### config.mk
export PLATFORM = sky130hd
export DESIGN_NAME = bus_unwedge
export DESIGN_NICKNAME = d
export VERILOG_FILES = /design/src/rtl/unwedge_pkg.sv /design/src/rtl/line_sync.sv /design/src/rtl/tick_count.sv /design/src/rtl/bus_unwedge.sv
export SDC_FILE = /design/constraint.sdc
export NUM_CORES = 1
export LEC_CHECK = 0
export BUFFER_PORTS_ARGS = -buffer_cell sky130_fd_sc_hd__buf_4
export CAP_MARGIN = 15
export CORE_AREA = 2 2 63 65
export CTS_BUF_LIST = sky130_fd_sc_hd__clkbuf_16
export DETAILED_ROUTE_END_ITERATION = 6
export DIE_AREA = 0 0 65 67
export SLEW_MARGIN = 20
export SYNTH_ARGS = -nofsm -noshare
export SYNTH_HDL_FRONTEND = slang
export SYNTH_SLANG_ARGS = --single-unit
export TNS_END_PERCENT = 20
### constraint.sdc
create_clock -name clk -period 2.13 [get_ports clk]
set_input_delay 0.1065 -clock clk [delete_from_list [all_inputs] [get_ports clk]]
set_output_delay 0.1065 -clock clk [all_outputs]
set_load 0.03 [all_outputs]
### src/rtl/unwedge_pkg.sv
package unwedge_pkg;

    typedef enum logic [3:0] {
        S_IDLE,
        S_REL,
        S_LOW,
        S_RISE,
        S_CHECK,
        S_SETUP,
        S_HOLD,
        S_BUF
    } unwedge_st_e;

endpackage

### src/rtl/line_sync.sv
module line_sync #(
    parameter int LINES  = 2,
    parameter int STAGES = 2
) (
    input  logic             clk,
    input  logic             rst_n,
    input  logic [LINES-1:0] raw,
    output logic [LINES-1:0] synced
);
    for (genvar g = 0; g < LINES; g++) begin : g_line
        logic [STAGES-1:0] chain_q;
        always_ff @(posedge clk or negedge rst_n) begin
            if (!rst_n) chain_q <= '1;
            else        chain_q <= {chain_q[STAGES-2:0], raw[g]};
        end
        assign synced[g] = chain_q[STAGES-1];
    end
endmodule

### src/rtl/tick_count.sv
module tick_count #(
    parameter int W = 10
) (
    input  logic         clk,
    input  logic         rst_n,
    input  logic         clr,
    input  logic         tick,
    output logic [W-1:0] cnt
);
    logic [W-1:0] cnt_d, cnt_q;

    always_comb begin
        cnt_d = cnt_q;
        if (clr)                      cnt_d = '0;
        else if (tick && cnt_q != '1) cnt_d = cnt_q + 1'b1;
    end

    always_ff @(posedge clk or negedge rst_n) begin
        if (!rst_n) cnt_q <= '0;
        else        cnt_q <= cnt_d;
    end

    assign cnt = cnt_q;
endmodule

### src/rtl/bus_unwedge.sv
module bus_unwedge
    import unwedge_pkg::*;
#(
    parameter int PULSES     = 9,
    parameter int LOW_US     = 3,
    parameter int STRETCH_US = 1000,
    parameter int SETUP_US   = 1,
    parameter int HOLD_US    = 1,
    parameter int BUF_US     = 60,
    parameter int SYNC_STAGES = 2
) (
    input  logic clk,
    input  logic rst_n,
    input  logic tick_us,
    input  logic recover,
    input  logic scl_in,
    input  logic sda_in,
    output logic scl_oe,
    output logic sda_oe,
    output logic busy,
    output logic done,
    output logic fail,
    output logic not_rest,
    output logic scl_stuck
);
    localparam int MAX_WAIT = (STRETCH_US > BUF_US) ? STRETCH_US : BUF_US;
    localparam int CW = $clog2(MAX_WAIT + 1);
    localparam int PW = $clog2(PULSES + 1);

    typedef struct packed {
        unwedge_st_e   st;
        logic [PW-1:0] clks;
        logic          seen;
        logic          bad;
        logic          stuck;
        logic          fail;
        logic          done;
    } regs_t;

    regs_t r_d, r_q;
    logic [1:0] lines_s;
    logic scl_s, sda_s;
    logic [CW-1:0] cnt;
    logic timer_clr;

    line_sync #(.LINES(2), .STAGES(SYNC_STAGES)) u_sync (
        .clk(clk), .rst_n(rst_n), .raw({scl_in, sda_in}), .synced(lines_s)
    );
    assign scl_s = lines_s[1];
    assign sda_s = lines_s[0];

    tick_count #(.W(CW)) u_timer (
        .clk(clk), .rst_n(rst_n), .clr(timer_clr), .tick(tick_us), .cnt(cnt)
    );

    always_comb begin
        r_d      = r_q;
        r_d.done = 1'b0;
        case (r_q.st)
            S_IDLE: begin
                if (recover) begin
                    r_d.st    = S_REL;
                    r_d.clks  = '0;
                    r_d.seen  = 1'b0;
                    r_d.bad   = 1'b0;
                    r_d.stuck = 1'b0;
                    r_d.fail  = 1'b0;
                end
            end
            S_REL: begin
                if (tick_us) r_d.st = S_LOW;
            end
            S_LOW: begin
                if (tick_us && cnt == CW'(LOW_US - 1)) r_d.st = S_RISE;
            end
            S_RISE: begin
                if (tick_us && (scl_s || cnt == CW'(STRETCH_US - 1))) begin
                    if (!scl_s) r_d.stuck = 1'b1;
                    r_d.seen = r_q.seen | sda_s;
                    r_d.clks = r_q.clks + 1'b1;
                    r_d.st   = (r_q.clks == PW'(PULSES - 1)) ? S_CHECK : S_LOW;
                end
            end
            S_CHECK: begin
                if (!r_q.seen) begin
                    r_d.fail = 1'b1;
                    r_d.done = 1'b1;
                    r_d.st   = S_IDLE;
                end else begin
                    r_d.bad = !(scl_s && sda_s);
                    r_d.st  = S_SETUP;
                end
            end
            S_SETUP: begin
                if (tick_us && cnt == CW'(SETUP_US - 1)) r_d.st = S_HOLD;
            end
            S_HOLD: begin
                if (tick_us && cnt == CW'(HOLD_US - 1)) r_d.st = S_BUF;
            end
            S_BUF: begin
                if (tick_us && cnt == CW'(BUF_US - 1)) begin
                    r_d.done = 1'b1;
                    r_d.st   = S_IDLE;
                end
            end
            default: r_d.st = S_IDLE;
        endcase
    end

    assign timer_clr = (r_d.st != r_q.st);

    always_ff @(posedge clk or negedge rst_n) begin
        if (!rst_n) r_q <= '{st: S_IDLE, clks: '0, default: 1'b0};
        else        r_q <= r_d;
    end

    assign scl_oe    = (r_q.st == S_LOW);
    assign sda_oe    = (r_q.st == S_HOLD);
    assign busy      = (r_q.st != S_IDLE);
    assign done      = r_q.done;
    assign fail      = r_q.fail;
    assign not_rest  = r_q.bad;
    assign scl_stuck = r_q.stuck;

    // released lines whenever idle
    p_idle_released_r1: assert property (@(posedge clk) disable iff (!rst_n)
        !busy |-> (!scl_oe && !sda_oe));

    // done is a lone pulse that coincides with busy dropping
    p_done_single_r2: assert property (@(posedge clk) disable iff (!rst_n)
        done |=> !done);
    p_done_ends_busy_r2: assert property (@(posedge clk) disable iff (!rst_n)
        done |-> (!busy && $fell(busy)));

    // the pulse counter never passes the clock count
    p_clk_bound_r3: assert property (@(posedge clk) disable iff (!rst_n)
        r_q.clks <= PW'(PULSES));

    // data is only pulled after a high sample
    p_pull_needs_seen_r6: assert property (@(posedge clk) disable iff (!rst_n)
        sda_oe |-> r_q.seen);

    // clock is released throughout the START/STOP
    p_scl_high_on_start_r7: assert property (@(posedge clk) disable iff (!rst_n)
        sda_oe |-> !scl_oe);

    // a sequence with a high sample never ends as failed
    p_no_fail_after_seen_r11: assert property (@(posedge clk) disable iff (!rst_n)
        (done && r_q.seen) |-> !fail);
endmodule

Word-level counts from Yosys, hierarchy flattened
Index checks and enable logic that the tools add are counted.

Bits in registers: 27. Bits in latches: 0. Memory bits (writable): 0. Memory bits (read-only): 0. Output and inout port bits: 7. Memories kept: 0.

Add/subtract/negate cells: 2. $mul: 0. Div/mod/pow operators: 0. $lt $le $gt $ge: 0. Equality and inequality tests: 18. Shift-type cells: 0. Mux-type cells: 22. Bitwise operators: 1. Reductions and logical operators: 18.

Operator list (number): $pmux 4 s8 (1); $mux 10 (2); $mux 4 (5); $eq 4x3->1 const B (4); $mux 12 (1); $add 10x1->10 const B (1); $eq 10x10->1 const B (1); $eq 10x2->1 const B (1); $eq 10x6->1 const B (1); $logic_not 10->1 (1); $ne 10x10->1 const B (1); $ne 2x2->1 const B (5); $pmux 5 s2 (1); $mux 9 (1); $reduce_and 3->1 (3); $eq 4x2->1 const B (2); $pmux 1 s2 (4); $logic_and 1x1->1 (6); $mux 3 (2); $reduce_bool 2->1 (3); $add 4x1->4 const B (1); $eq 4x1->1 const B (1); $eq 4x4->1 const B (1); $logic_not 4->1 (1); other kinds (8) (11).

Longest topological paths before layout
Depth after elaboration: 7. Gate-level depth with buffers: 7.

Modules after synthesis
From an unflattened synthesis, not the netlist that was laid out.

Cell total of the unflattened synthesis: 161. Area total of the unflattened synthesis: 1544.0 µm².

By module, submodules not included: bus_unwedge (times used 1, cells an instance 100, area an instance 887.1 µm², seq. area each 325.3 µm²); tick_count (times used 1, cells an instance 55, area an instance 536.8 µm², seq. area each 250.2 µm²); line_sync (times used 1, cells an instance 6, area an instance 120.1 µm², seq. area each 105.1 µm²).

Worst setup path before layout
OpenSTA, ideal clock, no wires.

Path kind: register to register. From: reg r_q[10] (netlist bit). To: reg u_timer.cnt_q[0] (netlist: u_timer.cnt[0]). Setup time: 0.130 ns. Arrival: 2.532 ns. Data required time: 2.000 ns. Path slack: -0.532 ns. Stages on the path, launching flop included: 8. Cells stage by stage: dfrtp_1 > clkbuf_1 > nor4b_1 > nand2_1 > o22ai_1 > or4b_4 > mux2i_4 > nor2_1.

RTL lines: start, declared (line bus_unwedge.sv:40) `regs_t r_d, r_q;`; start signal, assigned (line bus_unwedge.sv:114) `else r_q <= r_d;`; end signal, assigned (line tick_count.sv:20) `else cnt_q <= cnt_d;`; end, declared (line tick_count.sv:10) `logic [W-1:0] cnt_d, cnt_q;`.

==> metrics.txt <==
die width 65 µm; CP cell instances nor4_4, and4_1, nor3_1, or4b_4, mux2i_4, nor2_1; vias per inst 5.22; synth top area cells dfrtp_1 40%, dfstp_2 7.3%, nor2_1 6.0%; H-tree Lvls 1; grt met1 use 21.1%; Worst-Margin Slew 0.783 ns; ys flop type dfrtp_1; worst path required time about 2.3 ns; Yosys warning count 0; Netlist cell types 38; Total Wirelength 3240 µm; Post-Place Cell Area 1720 µm²; peak supply drop roughly 0.31 mV; CTS root buffer clkbuf_16; RR Startpoint u_timer.cnt[2]; layout cells sized above 1 30.1%; hpwl dp 2250 µm; routability cong. approximately 0.88; period utilization roughly 100%; number of fill cells 339; CP max stage cell or4b_4; Post-synth EDFFs 0; M3 GR Usage 3.38%; Slew Viols, Final 0; power density over the cells 620 nW/µm²; area leader, netlist dfrtp_1; crit path launch type flop; Seq/Total Area, Yosys 47.4%; leakage power 0.848 nW; largest net degree at the start of global routing 28; initial DRC count 57; Final min period 2.13 ns; Syn Nets about 160; Max-slew headroom 47.3%; peak fanout along the critical path 5; critical path arrival 2.28 ns; Worst Setup End Kind flop; post-synth top area share 40.1%; post-route cell area around 1900 µm²; Worst path max stage delay 0.60 ns; Core ar. 3610 µm²; Final Hold Vio Count 0; Post-Syn Instances 150; Residual DRC 0; buffers and inverters on the worst path 0; CTS max path bufs 2; flops & latches, synth 27; vias in the first global route 1201; total power 0.00117 W; die area 4360 µm²; Critical Path Source u_timer.cnt[2]; max cap viols 0; antenna cells 0; GR peak layer met2; clock-pin transition on the worst setup and hold timing paths around 0.07 ns; setup violators final 0; unrepaired setup endpoints after global routing true; Worst path top cell family by delay simple AND/OR/NAND/NOR gates; Row Count 22; drt pass-1 iters 4; synthesis-to-layout area growth 31.6%; CTS tree done; I/O pin total 13; GRT overflow 0; top post-synthesis cells by count 23 x dfrtp_1, 23 x nor2_1, 15 x nand2_1; I/O Buffers 12; CTS buffer count 3; remaining antenna violation count 0; Clock Skew around 0.0023 ns; Sink Count 27; Mapped Avg Cell Area roughly 9.6 µm²; nets@finish 198; initial antenna violation count 0; Cell Area, Synth 1440 µm²; status complete, no violations; grt met2 use approximately 26%; first-pass GRT wire length ~5400 µm; Total GRT Usage 16.1%; routed vias 1221; Starting Density 39.8%; worst min path class in -> async; WS Path Type reg -> reg; Die Ht 67 µm; Skew-Pair Late Insertion Delay 0.27 ns; post-synthesis async set-or-reset flop share 100%; Max Freq 470 MHz; DR WL/cell around 14 µm
[flip-flops by register name, summed over array words and instances, names as in the netlist]
name / flops
not_rest: 1
fail: 1
u_sync.g_line.chain_q: 4
scl_stuck: 1
done: 1
r_q: 9
u_timer.cnt: 10
[report_power, final]
group          leakage (nW)  switching [W]  internal, W
logic                 0.457      0.0000998    0.0000775
clock network        0.0371       0.000186     0.000256
registers             0.354      0.0000186     0.000533
[logic make-up after synthesis]
family                     Yosys count  share of synthesized area, %
buffers and inverters               10                          2.88
AOI/OAI and AO/OA                   24                          10.6
xor gates and xnor gates             9                          5.49
other                                1                         0.261
and+or+nand+nor                     71                          26.0
DFF                                 27                          47.4
adders and majority gates            5                          4.36
muxes                                3                          2.96
[metrics by stage]
| step | setup slack (ns) | setup TNS (ns) | std cells | hold WS (ns) | util (%) |
|---|---|---|---|---|---|
| after detailed placement | -0.0970 | -0.863 | 223 | 0.0436 | 47.7 |
| after global routing | -0.0641 | -0.440 | 234 | 0.317 | 52.4 |
| final | 0.00222 | 0 | 234 | 0.282 | 52.4 |
| after global placement | -0.0465 | -0.412 | 223 | 0.0385 | 47.7 |
| after CTS | -0.0160 | -0.0662 | 234 | 0.309 | 51.8 |
| after floorplan | 0.0259 | 0 | 150 | -0.189 | - |
[path summary, 6_finish.rpt]
path / slack, ns / to / depth (start not counted)
max in group asynchronous: 1.54 / u_sync.g_line[1].chain_q[1] / 2
min reg2reg: 0.36 / u_sync.g_line[0].chain_q[1] / 0
max reg2reg: 0.002 / u_timer.cnt[2] / 6
min in group clk: 0.32 / r_q[8] / 4
min: 0.28 / u_timer.cnt[0] / 2
max: 0.002 / u_timer.cnt[2] / 6
[area by class of cell]
type | count | area, µm² | share of cell area [%]
Clock buffer | 3 | 75.1 | 3.98
Clock inverter | 1 | 7.51 | 0.398
Sequential cell | 27 | 683 | 36.2
Multi-Input combinational cell | 114 | 767 | 40.6
Tap cell | 48 | 60.1 | 3.18
Timing Repair Buffer | 35 | 270 | 14.3
Inverter | 6 | 25.0 | 1.33
[routing by layer]
layer	vias to the layer above	wire [µm]
met3	8	116
met2	22	1520
met4	0	62
met5	-	0
li1	606	-
met1	585	1540
[timing repair]
item / in CTS / in global routing
hold endpoints to repair: 25 / 0
setup buffers: 5 / 0
endpoints found under the setup margin: 10 / 10
gates resized for setup: 2 / 9
hold buffers: 3 / 0
cloned: 0 / 1
pin swaps: 3 / 14
[cell usage in the layout (no fill, tap or decap), types with 2 or more instances in the layout]
cell,instances
xor2_1,7
nand4_1,6
nor2b_1,3
buf_4,32
inv_1,4
dlygate4sd3_1,3
nor2_1,23
clkbuf_16,3
mux2i_1,2
mux2i_4,2
ha_1,3
a31oi_1,2
nor3_1,4
nand2_1,15
xnor2_1,2
o22ai_1,2
dfrtp_2,2
a21oi_1,6
nand3_1,6
and3_1,4
o21ai_0,6
ha_2,2
dfstp_2,4
dfrtp_1,21
(Power assumes the default switching activity.)
